File: src/rtl/qbp_pkg.sv
package qbp_pkg;
    typedef enum logic [1:0] {
        OP_AND  = 2'b00,
        OP_OR   = 2'b01,
        OP_INC  = 2'b10,
        OP_KEEP = 2'b11
    } rmw_op_e;
endpackage

File: src/rtl/qbp_sync.sv
module qbp_sync #(
    parameter int WIDTH  = 8,
    parameter int STAGES = 2
) (
    input  logic             clk,
    input  logic             rst_n,
    input  logic [WIDTH-1:0] din,
    output logic [WIDTH-1:0] dout
);
    logic [WIDTH-1:0] stg_d [STAGES];
    logic [WIDTH-1:0] stg_q [STAGES];

    always_comb begin
        stg_d[0] = din;
        for (int i = 1; i < STAGES; i++) begin
            stg_d[i] = stg_q[i-1];
        end
    end

    always_ff @(posedge clk) begin
        for (int i = 0; i < STAGES; i++) begin
            if (!rst_n) stg_q[i] <= '0;
            else        stg_q[i] <= stg_d[i];
        end
    end

    assign dout = stg_q[STAGES-1];
endmodule

File: src/rtl/qbp_latch.sv
module qbp_latch
    import qbp_pkg::*;
#(
    parameter int WIDTH = 8
) (
    input  logic             clk,
    input  logic             rst_n,
    input  logic             wr_en,
    input  logic [WIDTH-1:0] wr_data,
    input  logic             rmw_en,
    input  logic [1:0]       rmw_op,
    input  logic [WIDTH-1:0] rmw_operand,
    output logic [WIDTH-1:0] latch_q
);
    typedef struct packed {
        logic [WIDTH-1:0] bits;
    } lat_t;

    lat_t    st_d, st_q;
    rmw_op_e op;

    assign op = rmw_op_e'(rmw_op);

    always_comb begin
        st_d = st_q;
        if (wr_en) begin
            st_d.bits = wr_data;
        end else if (rmw_en) begin
            unique case (op)
                OP_AND:  st_d.bits = st_q.bits & rmw_operand;
                OP_OR:   st_d.bits = st_q.bits | rmw_operand;
                OP_INC:  st_d.bits = st_q.bits + WIDTH'(1);
                default: st_d.bits = st_q.bits;
            endcase
        end
    end

    always_ff @(posedge clk) begin
        if (!rst_n) st_q <= '{bits: '1};
        else        st_q <= st_d;
    end

    assign latch_q = st_q.bits;
endmodule

File: src/rtl/qbp_readback.sv
module qbp_readback #(
    parameter int WIDTH = 8
) (
    input  logic             clk,
    input  logic             rst_n,
    input  logic             rd_pin_en,
    input  logic             rd_latch_en,
    input  logic [WIDTH-1:0] pin_level,
    input  logic [WIDTH-1:0] latch_val,
    output logic [WIDTH-1:0] rd_data,
    output logic             rd_valid
);
    typedef struct packed {
        logic [WIDTH-1:0] data;
        logic             valid;
    } rb_t;

    rb_t rb_d, rb_q;

    always_comb begin
        rb_d       = rb_q;
        rb_d.valid = rd_pin_en | rd_latch_en;
        if (rd_pin_en)        rb_d.data = pin_level & latch_val;
        else if (rd_latch_en) rb_d.data = latch_val;
    end

    always_ff @(posedge clk) begin
        if (!rst_n) rb_q <= '0;
        else        rb_q <= rb_d;
    end

    assign rd_data  = rb_q.data;
    assign rd_valid = rb_q.valid;
endmodule

File: src/rtl/qbp_padctl.sv
module qbp_padctl #(
    parameter int WIDTH      = 8,
    parameter bit OPEN_DRAIN = 1'b0
) (
    input  logic [WIDTH-1:0] latch_val,
    output logic [WIDTH-1:0] drive_low,
    output logic [WIDTH-1:0] pullup_en
);
    for (genvar b = 0; b < WIDTH; b++) begin : g_pin
        assign drive_low[b] = ~latch_val[b];
        if (OPEN_DRAIN) begin : g_od
            assign pullup_en[b] = 1'b0;
        end else begin : g_pu
            assign pullup_en[b] = latch_val[b];
        end
    end
endmodule

File: src/rtl/qb_port.sv
module qb_port #(
    parameter int WIDTH       = 8,
    parameter bit OPEN_DRAIN  = 1'b0,
    parameter int SYNC_STAGES = 2
) (
    input  logic             clk,
    input  logic             rst_n,
    input  logic             wr_en,
    input  logic [WIDTH-1:0] wr_data,
    input  logic             rmw_en,
    input  logic [1:0]       rmw_op,
    input  logic [WIDTH-1:0] rmw_operand,
    input  logic             rd_pin_en,
    input  logic             rd_latch_en,
    output logic [WIDTH-1:0] rd_data,
    output logic             rd_valid,
    input  logic [WIDTH-1:0] pad_in,
    output logic [WIDTH-1:0] pad_drive_low,
    output logic [WIDTH-1:0] pad_pullup_en
);
    logic [WIDTH-1:0] latch_w;
    logic [WIDTH-1:0] pin_sync_w;

    qbp_sync #(.WIDTH(WIDTH), .STAGES(SYNC_STAGES)) sync_i (
        .clk(clk), .rst_n(rst_n), .din(pad_in), .dout(pin_sync_w)
    );

    qbp_latch #(.WIDTH(WIDTH)) latch_i (
        .clk(clk), .rst_n(rst_n),
        .wr_en(wr_en), .wr_data(wr_data),
        .rmw_en(rmw_en), .rmw_op(rmw_op), .rmw_operand(rmw_operand),
        .latch_q(latch_w)
    );

    qbp_readback #(.WIDTH(WIDTH)) rb_i (
        .clk(clk), .rst_n(rst_n),
        .rd_pin_en(rd_pin_en), .rd_latch_en(rd_latch_en),
        .pin_level(pin_sync_w), .latch_val(latch_w),
        .rd_data(rd_data), .rd_valid(rd_valid)
    );

    qbp_padctl #(.WIDTH(WIDTH), .OPEN_DRAIN(OPEN_DRAIN)) pad_i (
        .latch_val(latch_w), .drive_low(pad_drive_low), .pullup_en(pad_pullup_en)
    );
endmodule

File: config.mk
export PLATFORM = sky130hd
export DESIGN_NAME = qb_port
export DESIGN_NICKNAME = d
export VERILOG_FILES = /design/src/rtl/qbp_pkg.sv /design/src/rtl/qbp_sync.sv /design/src/rtl/qbp_latch.sv /design/src/rtl/qbp_readback.sv /design/src/rtl/qbp_padctl.sv /design/src/rtl/qb_port.sv
export SDC_FILE = /design/constraint.sdc
export NUM_CORES = 1
export LEC_CHECK = 0
export ABC_AREA = 1
export ABC_CLOCK_PERIOD_IN_PS = 1800
export CORE_ASPECT_RATIO = 0.8
export CORE_MARGIN = 5
export CORE_UTILIZATION = 55
export DETAILED_ROUTE_END_ITERATION = 10
export DONT_BUFFER_PORTS = 1
export GPL_ROUTABILITY_DRIVEN = 0
export PLACE_DENSITY = 0.71
export SLEW_MARGIN = 30
export SYNTH_ARGS = -nofsm -noshare
export SYNTH_HDL_FRONTEND = slang
export SYNTH_HIERARCHICAL = 1
export SYNTH_SLANG_ARGS = --single-unit
File: constraint.sdc
create_clock -name clk -period 1.8 [get_ports clk]
set_input_delay 0.18 -clock clk [delete_from_list [all_inputs] [get_ports clk]]
set_output_delay 0.18 -clock clk [all_outputs]
set_load 0.01 [all_outputs]
==> impl_metrics.toml <==
[worst_setup_path]
timing.rr.start = "latch_i/latch_q[2]$_SDFFE_PN1P_"
critPathCaptureType = "flip-flop"
reg2reg_slack_ps = 400
ff2ff_path_depth = 8
crit_required_ps = 2030
timing.rr.end = "latch_i/latch_q[4]$_SDFFE_PN1P_"
cp-startpoint = "rst_n"
cp-start-kind = "primary input"
critical_path_class = "primary input to flip-flop"
crit_end = "sync_i/stg_q[0][2]$_SDFF_PN0_"
crit_arrival_ps = 1830
crit_fanout = 16

[sta]
fmax_ghz = 0.624
skew_ps = 1.99
slew_headroom = 0.587
fin_setup_tns_ps = 0
fin_crit_sh = 0.890
rsz0062_at_grt = "false"
tightest_slew_ps = 617
setup_violations = 0
hold_violations = 0
slew_viol_final = 0
fin_crit_ps = 1600

[power]
pwr-share-clk = 0.323
irDropWorstVdd_uv = 653
comb_power_share = 0.190
totalPowerFinal_uw = 1730
power_density_nw_per_um2 = 901
seqPwrFrac = 0.487
p_sw_frac = 0.302
p_leak_uw = 0.00111
p_switching_uw = 523
intPower_uw = 1210

[floorplanning]
ios = 57
fp-row-count = 18
fp.dieW_um = 74.5
die_y_um = 61.6
start_util = 0.580
dieArea_um2 = 4590
coreArea_um2 = 3150

[logic_synthesis]
yosysTopAreaCell = "dfxtp_1"
synth_edf_count = 0
yosys_register_bits = 33
ys_types = 25
syn-cell-area_um2 = 1830
synth-main-ff-cell = "dfxtp_1"
async_flop_share = 0
synth_seq_area_share = 0.361
syn_nets = 313
synth_top_area_share = 0.361
synth-warning-count = 6
syn_avg_cell_area_um2 = 6.60
synth_area_leaders = "dfxtp_1 36%, nand2_1 13%, inv_1 11%, a21oi_1 7.1%, nor2_1 6.2%"
syn_inst = 277

[global_routing]
grt_pass1_vias = 1458
grt_max_degree = 17
antenna_found_initial = 0
grt_usage = 0.185
grt_pass1_wl_um = 6470
grt.overflow.total = 0

[drt]
dr_total_vias = 1560
avgRoutedWirePerCell_um = 11.8
drt_pass1_iterations = 4
route.detailed.drc = 0
antenna_left = 0
drtIter0Drc = 132
drt_wl_total_um = 3780
detail_route.vias_per_cell = 4.89

[clocking]
tritoncts = "yes"
cts_root_buf = "clkbuf_8"
h-tree-depth = 2
numCtsBuffers = 5
clk_pin_slew_worst_paths_ps = 60
cts_hold_buf = 9
post_cts_buffers = 0
clock-sinks = 33
cts_resized = 0
cts_buffer_depth = 2
worstSkewPairLatency_ps = 280

[flow_run]
drv_cap = 0

[final_layout]
final_core_util = 0.610
n_antenna_cell = 0
layout-drive-gt1-share = 0.0896
fillCellCount = 309
fin_nets = 315
syn_to_final_growth_pct = 5.20

[run_status]
status = "completed"

[placement]
portBuffers = 0
hpwl_um = 2700

[worst_hold_path]
hold_path_class = "primary input to flip-flop"
[logic make-up (layout without fill, tap and decap cells)]
logic type | after synthesis | after routing | synth area share
fa+ha+maj | 4 | 4 | 0.0274
simple gates | 123 | 123 | 0.285
compound gates | 43 | 43 | 0.122
buf+inv | 74 | 76 | 0.204
flops | 33 | 33 | 0.361
[power groups by stage]
| stage | combinational [uW] | clock, uW | sequential (uW) |
|---|---|---|---|
| 5_1_grt | 385 | 611 | 854 |
| 3_3_place_gp | 307 | 0 | 861 |
| 4_1_cts | 330 | 574 | 845 |
| 2_1_floorplan | 304 | 0 | 846 |
| 6_report | 330 | 560 | 844 |
| 3_5_place_dp | 307 | 0 | 862 |
[cell usage after synthesis (3+ instances only)]
library cell,n
nor2_1,30
buf_6,5
dfxtp_1,33
buf_4,9
a21oi_1,26
o21ai_1,4
nand2_1,65
nor2_2,3
ha_1,4
o21ai_0,10
nand2_2,9
inv_1,54
nand3_1,13
[routing by layer]
layer	routed length, um	part of all wire	up-vias	track usage
met5	0	0	-	0
met4	24	0.0064	0	0.0482
met3	420	0.11	2	0.0848
met2	1610	0.43	55	0.280
met1	1720	0.45	679	0.239
li1	-	-	824	-
[worst min path at each step]
stage              start                             to  depth (start not counted)
6_report       rd_pin_en       rb_i/rd_valid$_SDFF_PN0_                          2
5_1_grt        rd_pin_en       rb_i/rd_valid$_SDFF_PN0_                          2
4_1_cts        rd_pin_en       rb_i/rd_valid$_SDFF_PN0_                          2
3_5_place_dp       rst_n  sync_i/stg_q[0][3]$_SDFF_PN0_                          2
3_3_place_gp       rst_n  sync_i/stg_q[0][3]$_SDFF_PN0_                          2
2_1_floorplan  pad_in[2]  sync_i/stg_q[0][2]$_SDFF_PN0_                          2
[state kept, by name, indices dropped and copies added (netlist names)]
| signal | cells |
|---|---|
| sync_i/stg_q | 16 |
| latch_i/latch_q | 8 |
| rb_i/rd_valid | 1 |
| rb_i/rd_data | 8 |
[cells in the final DEF, fill, tap and decap left out, drive strengths merged]
| master | Yosys | final |
|---|---|---|
| dlygate4sd3 | 0 | 9 |
| o21bai | 1 | 1 |
| nor2 | 33 | 33 |
| dfxtp | 33 | 33 |
| a21oi | 26 | 26 |
| or2 | 1 | 1 |
| buf | 16 | 3 |
| nand3 | 13 | 13 |
| nand2 | 75 | 75 |
| nand3b | 1 | 1 |
| inv | 56 | 56 |
| clkbuf | 1 | 7 |
| clkinv | 1 | 1 |
| o211ai | 1 | 1 |
| o21ai | 15 | 15 |
| ha | 4 | 4 |
[cell type report]
type	instances	area, um2	area share
flip-flops and latches	33	661	0.343
inverters	57	219	0.114
clock buffers	7	86.3	0.0449
well taps	40	50.0	0.0260
repair buffers	12	113	0.0585
multi-input cells	170	796	0.414
[metrics by stage]
step	cells	instance area, um2	hold WS (ps)	worst slack, ps
detailed placement	303	1750	276	377
CTS	319	1920	23.0	230
finish	319	1920	28.8	199
floorplan	277	1830	272	508
global route	319	1920	28.0	65.8
global placement	303	1750	271	351
[critical path, cell delays in order]
cell           delay (ps)
dlygate4sd3_1         930
nand2_2                80
dlygate4sd3_1         590
inv_1                  50
Power figures use the tool's default switching activity.
